### src/rtl/pwmt_pkg.sv
package pwmt_pkg;
   typedef struct packed {
      logic wrap;
      logic low_hit;
      logic full_hit;
   } pwmt_evt_t;
endpackage

### src/rtl/pwmt_len_decode.sv
module pwmt_len_decode #(
   parameter int CNT_W    = 10,
   parameter int SEL_W    = 2,
   parameter int LEN_STEP = 2
) (
   input  logic [SEL_W-1:0] sel_i,
   output logic [CNT_W-1:0] mask_o
);
   localparam int N_OPT   = 1 << SEL_W;
   localparam int MIN_LEN = CNT_W - LEN_STEP * (N_OPT - 1);

   if (MIN_LEN < 2) begin : g_bad_len
      $error("shortest active field must have at least 2 bits");
   end

   logic [CNT_W-1:0] opt [N_OPT];

   for (genvar g = 0; g < N_OPT; g++) begin : g_opt
      assign opt[g] = {CNT_W{1'b1}} >> (LEN_STEP * g);
   end

   assign mask_o = opt[sel_i];
endmodule

### src/rtl/pwmt_counter.sv
module pwmt_counter #(
   parameter int CNT_W = 10
) (
   input  logic             clk,
   input  logic             rst,
   input  logic             load_i,
   input  logic [CNT_W-1:0] load_val_i,
   input  logic             up_i,
   input  logic             run_i,
   input  logic             halt_hit_i,
   output logic [CNT_W-1:0] cnt_o,
   output logic [CNT_W-1:0] nxt_o,
   output logic             adv_o,
   output logic             stopped_o
);
   logic [CNT_W-1:0] cnt_q;
   logic             stopped_q;

   assign adv_o = run_i && !stopped_q && !load_i;
   assign nxt_o = up_i ? cnt_q + 1'b1 : cnt_q - 1'b1;

   always_ff @(posedge clk) begin
      if (rst) begin
         cnt_q     <= '0;
         stopped_q <= 1'b0;
      end else if (load_i) begin
         cnt_q     <= load_val_i;
         stopped_q <= 1'b0;
      end else if (adv_o) begin
         cnt_q <= nxt_o;
         if (halt_hit_i) stopped_q <= 1'b1;
      end
   end

   assign cnt_o     = cnt_q;
   assign stopped_o = stopped_q;

   // a stopped counter holds until a load
   a_r9_hold_when_stopped: assert property (@(posedge clk) disable iff (rst)
      (stopped_q && !load_i) |=> $stable(cnt_q));
   // load takes the value and clears the stop
   a_r3_load_takes_value: assert property (@(posedge clk) disable iff (rst)
      load_i |=> (cnt_q == $past(load_val_i)) && !stopped_q);
   // with run low the count does not move
   a_r2_hold_without_run: assert property (@(posedge clk) disable iff (rst)
      (!run_i && !load_i) |=> $stable(cnt_q));
endmodule

### src/rtl/pwmt_event.sv
module pwmt_event
   import pwmt_pkg::*;
#(
   parameter int CNT_W = 10
) (
   input  logic [CNT_W-1:0] nxt_i,
   input  logic [CNT_W-1:0] mask_i,
   input  logic [CNT_W-1:0] cmp_val_i,
   input  logic             up_i,
   output pwmt_evt_t        evt_o
);
   logic [CNT_W-1:0] low_field;
   assign low_field = nxt_i & mask_i;

   always_comb begin
      evt_o.wrap     = up_i ? (low_field == '0) : (low_field == mask_i);
      evt_o.low_hit  = low_field == (cmp_val_i & mask_i);
      evt_o.full_hit = nxt_i == cmp_val_i;
   end
endmodule

### src/rtl/pwmt_out.sv
module pwmt_out
   import pwmt_pkg::*;
(
   input  logic      clk,
   input  logic      rst,
   input  logic      load_i,
   input  logic      up_i,
   input  logic      cmp_en_i,
   input  logic      full_cmp_i,
   input  logic      adv_i,
   input  pwmt_evt_t evt_i,
   output logic      pwm_o,
   output logic      irq_zero_o,
   output logic      irq_cmp_o,
   output logic      halt_hit_o
);
   logic pwm_q, irq_zero_q, irq_cmp_q, cmp_hit;

   assign cmp_hit    = cmp_en_i && (full_cmp_i ? evt_i.full_hit : evt_i.low_hit);
   assign halt_hit_o = adv_i && cmp_en_i && full_cmp_i && evt_i.full_hit;

   always_ff @(posedge clk) begin
      if (rst) begin
         pwm_q      <= 1'b0;
         irq_zero_q <= 1'b0;
         irq_cmp_q  <= 1'b0;
      end else begin
         irq_zero_q <= adv_i && evt_i.wrap;
         irq_cmp_q  <= adv_i && cmp_hit;
         if (load_i || !cmp_en_i) begin
            pwm_q <= !up_i;
         end else if (adv_i) begin
            if (evt_i.low_hit)   pwm_q <= !up_i;
            else if (evt_i.wrap) pwm_q <= up_i;
         end
      end
   end

   assign pwm_o      = pwm_q;
   assign irq_zero_o = irq_zero_q;
   assign irq_cmp_o  = irq_cmp_q;

   // compare disabled forces the idle level
   a_r6_idle_when_disabled: assert property (@(posedge clk) disable iff (rst)
      !cmp_en_i |=> (pwm_q == !$past(up_i)));
   // compare disabled raises no compare interrupt
   a_r6_no_cmp_irq: assert property (@(posedge clk) disable iff (rst)
      !cmp_en_i |=> !irq_cmp_q);
   // zero flag is a single-cycle pulse
   a_r7_zero_pulse: assert property (@(posedge clk) disable iff (rst)
      irq_zero_q |=> !irq_zero_q);
endmodule

### src/rtl/pwm_limit_timer.sv
module pwm_limit_timer
   import pwmt_pkg::*;
#(
   parameter int CNT_W    = 10,
   parameter int SEL_W    = 2,
   parameter int LEN_STEP = 2
) (
   input  logic                   clk,
   input  logic                   rst,
   input  logic                   load_i,
   input  logic [CNT_W-1:0]       load_val_i,
   input  logic                   count_up_i,
   input  logic                   run_i,
   input  logic                   cmp_en_i,
   input  logic                   full_cmp_i,
   input  logic [SEL_W+CNT_W-1:0] cmp_word_i,
   output logic [CNT_W-1:0]       count_o,
   output logic                   pwm_o,
   output logic                   irq_zero_o,
   output logic                   irq_cmp_o,
   output logic                   stopped_o
);
   localparam int CMP_W = SEL_W + CNT_W;

   logic [CNT_W-1:0] mask, nxt, cmp_val;
   logic             adv, halt_hit;
   pwmt_evt_t        evt;

   assign cmp_val = cmp_word_i[CNT_W-1:0];

   pwmt_len_decode #(.CNT_W(CNT_W), .SEL_W(SEL_W), .LEN_STEP(LEN_STEP)) u_len (
      .sel_i (cmp_word_i[CMP_W-1:CNT_W]),
      .mask_o(mask)
   );

   pwmt_counter #(.CNT_W(CNT_W)) u_cnt (
      .clk       (clk),
      .rst       (rst),
      .load_i    (load_i),
      .load_val_i(load_val_i),
      .up_i      (count_up_i),
      .run_i     (run_i),
      .halt_hit_i(halt_hit),
      .cnt_o     (count_o),
      .nxt_o     (nxt),
      .adv_o     (adv),
      .stopped_o (stopped_o)
   );

   pwmt_event #(.CNT_W(CNT_W)) u_evt (
      .nxt_i    (nxt),
      .mask_i   (mask),
      .cmp_val_i(cmp_val),
      .up_i     (count_up_i),
      .evt_o    (evt)
   );

   pwmt_out u_out (
      .clk       (clk),
      .rst       (rst),
      .load_i    (load_i),
      .up_i      (count_up_i),
      .cmp_en_i  (cmp_en_i),
      .full_cmp_i(full_cmp_i),
      .adv_i     (adv),
      .evt_i     (evt),
      .pwm_o     (pwm_o),
      .irq_zero_o(irq_zero_o),
      .irq_cmp_o (irq_cmp_o),
      .halt_hit_o(halt_hit)
   );

   // the zero flag appears only on a count whose active field just wrapped
   a_r1_zero_at_field_edge: assert property (@(posedge clk) disable iff (rst)
      irq_zero_o |-> ((count_o & $past(mask)) ==
                      ($past(count_up_i) ? '0 : $past(mask))));
   // entering the stopped state comes with a compare interrupt
   a_r9_stop_with_irq: assert property (@(posedge clk) disable iff (rst)
      $rose(stopped_o) |-> irq_cmp_o);
endmodule

### config.mk
export PLATFORM = sky130hd
export DESIGN_NAME = pwm_limit_timer
export DESIGN_NICKNAME = d
export VERILOG_FILES = /design/src/rtl/pwmt_pkg.sv /design/src/rtl/pwmt_len_decode.sv /design/src/rtl/pwmt_counter.sv /design/src/rtl/pwmt_event.sv /design/src/rtl/pwmt_out.sv /design/src/rtl/pwm_limit_timer.sv
export SDC_FILE = /design/constraint.sdc
export NUM_CORES = 1
export LEC_CHECK = 0
export ABC_AREA = 1
export ABC_CLOCK_PERIOD_IN_PS = 2800
export BUFFER_PORTS_ARGS = -buffer_cell sky130_fd_sc_hd__buf_2
export CAP_MARGIN = 20
export CORE_MARGIN = 8
export CORE_UTILIZATION = 53
export CTS_BUF_LIST = sky130_fd_sc_hd__clkbuf_8 sky130_fd_sc_hd__clkbuf_16
export DETAILED_ROUTE_END_ITERATION = 8
export GPL_TIMING_DRIVEN = 0
export PLACE_DENSITY = 0.8
export SYNTH_ARGS = -nofsm -noshare
export SYNTH_HDL_FRONTEND = slang
export SYNTH_SLANG_ARGS = --single-unit
### constraint.sdc
create_clock -name clk -period 2.8 [get_ports clk]
set_input_delay 0.56 -clock clk [delete_from_list [all_inputs] [get_ports clk]]
set_output_delay 0.56 -clock clk [all_outputs]
set_load 0.005 [all_outputs]
### Yosys cells after proc, flatten, opt, wreduce, memory -nomap -nowiden

Index checks and enable logic that the tools add are counted.
W data, S select, Z words.

| word-level totals | value |
|---|---|
| logic and storage cells | 46 |
| output and inout port bits | 14 |
| flip-flop bits (word level) | 14 |

| cells by class | value |
|---|---|
| order comparisons | 1 |
| reduce and logical (&&, ||, !) cells | 20 |
| bitwise operators | 3 |
| add/sub/neg operators | 2 |
| equal/unequal tests | 3 |
| mux-type cells | 12 |

Operator list:

| kind | count |
|---|---|
| $mux W10 | 5 |
| $eq A10 B10 Y1 | 3 |
| $and A10 B10 Y10 | 2 |
| $bmux W10 S2 | 1 |
| $add A10 B1 Y10 const B | 1 |
| $logic_not A10 Y1 | 1 |
| $sub A10 B1 Y10 const B | 1 |
| $logic_and A1 B1 Y1 | 8 |
| $mux W1 | 6 |
| $logic_not A1 Y1 | 4 |
| $reduce_and A2 Y1 | 2 |
| $reduce_bool A2 Y1 | 2 |
| $ge A3 B3 Y1 const B | 1 |
| $not A2 Y3 | 1 |
| $reduce_bool A3 Y1 | 1 |
| $reduce_or A2 Y1 | 1 |
| $logic_or A1 B1 Y1 | 1 |

### Depth between registers and ports, before layout

| logic depth | value |
|---|---|
| word-level depth | 11 |
| gate-level depth with buffers | 20 |
| depth with buffers taken out | 19 |

### By module

A second synthesis with hierarchy kept.

| second synthesis, totals | value |
|---|---|
| cells, all modules | 289 |
| area, all modules | 1692.9 µm² |

By module, submodules not included:

| module | cells each | times used | area each (µm²) |
|---|---|---|---|
| pwmt_counter | 144 | 1 | 962.2 |
| pwmt_event | 105 | 1 | 486.7 |
| pwmt_out | 29 | 1 | 176.4 |
| pwmt_len_decode | 11 | 1 | 67.6 |

### Least setup slack after synthesis

Ideal clock, no wire load.

| path | value |
|---|---|
| kind | in2reg |
| from | in count_up_i |
| to | reg u_out.pwm_q (netlist: u_out.pwm_o) |
| library setup time | 114 ps |
| buffers on the path | 1 |
| slack | 458 ps |
| arrival time | 2228 ps |
| data required time | 2686 ps |
| cell stages on the path | 17 |
| cell sequence | inv_1 > ha_1 > buf_6 > nand2_2 > nand2_2 > a21oi_2 > nand2_1 > nand2_1 > nand2_2 > nand3_1 > nand2_1 > nor2_1 > nand3_2 > nand2_1 > nand2_1 > a21oi_1 > nor2_1 |

| on the way | value |
|---|---|
| word-level cells in the longest chain between the ends | 6 |
| elaborated cells between the ends (all ways) | 13 |

Ends and longest elaborated chain:

| element | line | RTL |
|---|---|---|
| start, declared | pwm_limit_timer.sv:12 | `input logic count_up_i,` |
| $mux W10 | pwmt_counter.sv:20 | `assign nxt_o = up_i ? cnt_q + 1'b1 : cnt_q - 1'b1;` |
| $and A10 B10 Y10 | pwmt_event.sv:13 | `assign low_field = nxt_i & mask_i;` |
| $eq A10 B10 Y1 (tied with other cells) | pwmt_event.sv:16 | `evt_o.wrap = up_i ? (low_field == '0) : (low_field == mask_i);` |
| $mux W1, on equally long branches | pwmt_event.sv:16, pwmt_out.sv:33 |  |
| $reduce_bool A3 Y1 (no source line) or $mux W1 (tied branches) | -- |  |
| $reduce_and A2 Y1 (no source line) or $mux W1 (tied branches) | -- |  |
| end signal, assigned | pwmt_out.sv:31 | `pwm_q <= !up_i;` |
| end signal, assigned | pwmt_out.sv:33 | `if (evt_i.low_hit) pwm_q <= !up_i;` |
| end signal, assigned | pwmt_out.sv:34 | `else if (evt_i.wrap) pwm_q <= up_i;` |
| end, declared | pwmt_out.sv:17 | `logic pwm_q, irq_zero_q, irq_cmp_q, cmp_hit;` |

Parallel ways exist; a longest one is shown, timed or not. The select of a mux whose other input is x is not followed.
A chain may end at the register's enable or synchronous reset.

### Final worst setup path

Same ends and word-level chain as after synthesis.

==> results.sh <==
export IMPL_status="completed"
export IMPL_synthCells=272
export IMPL_routabilityCongestion=0.859
export IMPL_yosysUniqueCellTypes=27
export IMPL_synth_flop_cell="dfxtp_1"
export IMPL_timing_fmax_mhz=382
export IMPL_syn2layout_area_growth_pct=23.6
export IMPL_place_inst=347
export IMPL_start_util_pct=54.1
export IMPL_worst_path_most_repeated_cell="nand2_1"
export IMPL_finalWirelength_um=4160
export IMPL_synth_edff_count=0
export IMPL_crit_arrival_ns=2.76
export IMPL_seqPwrFrac_pct=30.3
export IMPL_grt_pass1_vias=1650
export IMPL_drive_above_1_share_pct=26.9
export IMPL_maxCapViolCount=0
export IMPL_finalWorstSetupSlack_ns=0.184
export IMPL_period_needed_ns=2.62
export IMPL_p_leak_uw=0.00109
export IMPL_drc=0
export IMPL_pwr_share_clk_pct=21.8
export IMPL_async_flop_share_pct=0
export IMPL_intPower_uw=452
export IMPL_avgSynthCellArea_um2=5.87
export IMPL_vias=1876
export IMPL_clk_pin_slew_worst_paths_ns=0.05
export IMPL_path_cells="clkbuf_4 -> clkinvlp_4 -> buf_4 -> ha_1 -> nand2_2 -> nor2_2 -> nand3_1 -> nand3_2 -> nand2_1 -> nand3_1 -> nand3_1 -> nand2_1 -> nand3_2 -> nand2_1 -> nand2_1 -> a21oi_2 -> nor2_1"
export IMPL_drt_wirelength_per_cell_um=11.7
export IMPL_final_nets=365
export IMPL_slowest_delay_ns=0.40
export IMPL_cts_hold_buf=0
export IMPL_clkSinkCount=14
export IMPL_clock_skew_ns=0.00216
export IMPL_drtIter0Drc=139
export IMPL_setup_viol=0
export IMPL_dpl_worst_slack_ns=-0.0203
export IMPL_diodes=0
export IMPL_fp_dieArea_um2=5030
export IMPL_crit_slowest_cell="ha_1"
export IMPL_grt_overflow=0
export IMPL_cts_tree="done"
export IMPL_firstDrtPassIters=4
export IMPL_peakVddDrop_mv=0.287
export IMPL_yosysSeqAreaShare_pct=17.5
export IMPL_syn_nets=312
export IMPL_worst_pin_slew_ns=0.703
export IMPL_finalCritPeriodShare_pct=93.4
export IMPL_synth_warnings=0
export IMPL_fp_coreArea_um2=2950
export IMPL_path_max_fanout=7
export IMPL_pwr_share_comb_pct=47.8
export IMPL_criticalPathCategory="input pin to register"
export IMPL_rows=20
export IMPL_grt_max_degree=11
export IMPL_die_x_um=70.9
export IMPL_placed_cell_area_um2=1850
export IMPL_ant_nets=0
export IMPL_critPathLaunchType="input pin"
export IMPL_io_buffers=42
export IMPL_cts_buffer_depth=2
export IMPL_clkLatencyLatePin_ns=0.25
export IMPL_min_path_type="register to register"
export IMPL_final_area_um2=1980
export IMPL_die_height_um=70.9
export IMPL_hpwl_um=3430
export IMPL_viasPerCell=5.27
export IMPL_switching_share_pct=39.3
export IMPL_drv_slew=0
export IMPL_maxSlewHeadroom_pct=52.9
export IMPL_instances_no_fill=356
export IMPL_netSwitchingPower_uw=292
export IMPL_powerDensity_nw_per_um2=377
export IMPL_grt_pass1_wl_um=6990
export IMPL_io_pins=43
export IMPL_critPathCaptureType="register"
export IMPL_power_uw=744
export IMPL_numCtsBuffers=3
export IMPL_grt_antenna_before_repair=0
export IMPL_ys_ff_latch=14
export IMPL_track_usage_pct=16.5
export IMPL_htreeDepth=1
export IMPL_worstPathRequired_ns=2.94
export IMPL_clock_root_buffer="clkbuf_8"
export IMPL_synthesis_area_um2=1600
export IMPL_hold_violations=0
export IMPL_fin_setup_tns_ns=0
## metal layers
layer  share of wire, %  vias to the layer above  GRT usage, %
li1                   -                      984             -
met1                 47                      813          22.2
met2                 45                       72          25.3
met3                7.3                        7          3.25
met4                1.4                        0          5.54
met5                  0                        -             0
## layout by cell type (no fill, tap or decap)
cell type	n
fa_1	1
ha_4	1
clkbuf_8	3
clkbuf_1	2
nor2_1	16
a21oi_2	5
xor3_1	1
dfxtp_2	1
nand3_1	36
nand2_2	16
nor3b_1	1
xor2_1	4
nor3_1	1
dfxtp_1	13
buf_6	1
inv_2	2
xnor2_1	1
buf_4	6
clkinvlp_4	1
inv_1	34
or2_0	1
nand4_1	4
or2_2	1
buf_2	41
nor2_2	2
ha_1	8
a31oi_1	9
nand3b_1	3
nand2_1	95
a22oi_1	1
nand3_2	4
ha_2	1
nor3_2	1
clkbuf_4	1
a21oi_1	5
## repair_timing
action                                  4_1_cts  5_1_grt
endpoints found under the setup margin        0        3
buffers inserted                              0        6
resized for setup                             0       10
## through the flow
step                      util, %  hold slack, ns
after global routing         66.9           0.499
after CTS                    64.0           0.472
after detailed placement     62.6           0.463
final                        66.9           0.471
after floorplan                 -           0.462
after global placement       62.6           0.456
## Yosys cell counts, types with 2 or more instances
| cell type | number | area share, % |
|---|---|---|
| a21oi_1 | 9 | 2.8 |
| inv_1 | 35 | 8.2 |
| xor2_1 | 4 | 2.2 |
| nand4_1 | 4 | 1.6 |
| nor2_1 | 16 | 3.8 |
| nor2_2 | 2 | 0.78 |
| nand2_1 | 96 | 23 |
| inv_2 | 2 | 0.47 |
| nand3_2 | 4 | 2.5 |
| ha_1 | 10 | 7.8 |
| clkbuf_1 | 2 | 0.47 |
| dfxtp_1 | 14 | 18 |
| nand3b_1 | 3 | 1.4 |
| a31oi_1 | 9 | 3.5 |
| nand3_1 | 36 | 11 |
| nand2_2 | 15 | 5.9 |
## logic make-up (layout without fill, tap and decap cells)
kind of cell | Yosys count | after routing | synth area share [%]
and+or+nand+nor | 181 | 181 | 51.9
buffers and inverters | 40 | 91 | 9.87
AOI/OAI and AO/OA | 20 | 20 | 7.36
DFF | 14 | 14 | 17.5
adders and majority gates | 11 | 11 | 9.08
xor gates and xnor gates | 6 | 6 | 4.23
## critical path: cells and delay by family
family / cells / cell delay, ns
and+or+nand+nor: 12 / 1.18
buffers and inverters: 3 / 0.48
AOI/OAI and AO/OA: 1 / 0.13
adders and majority gates: 1 / 0.40
## power by group through the flow
stage | sequential (uW) | clock [uW] | combinational [uW]
finish | 226 | 162 | 356
global placement | 228 | 0 | 331
global route | 227 | 173 | 406
detailed placement | 229 | 0 | 336
CTS | 225 | 166 | 338
floorplan | 228 | 0 | 250
## worst paths after layout
path,startpoint,to,slack (ns),cells after the start
hold reg to reg,u_cnt.stopped_o,u_cnt.stopped_o,0.47,2
setup / recovery,count_up_i,u_out.pwm_o,0.18,17
hold / removal,u_cnt.stopped_o,u_cnt.stopped_o,0.47,2
setup reg to reg,u_cnt.cnt_o[0],u_out.pwm_o,0.41,16
## flip-flops by register name, summed over array words and instances (netlist names)
register          cells
u_cnt.cnt_o          10
u_cnt.stopped_o       1
u_out.irq_cmp_o       1
u_out.irq_zero_o      1
u_out.pwm_o           1
## area by class of cell
type,instances,area (um^2)
Inverter,37,143
Fill cell,303,977
Sequential cell,14,282
Tap cell,33,41.3
Clock buffer,3,41.3
Multi-Input combinational cell,218,1190
Buffer,3,18.8
Timing Repair Buffer,48,258
(Power assumes the default switching activity.)
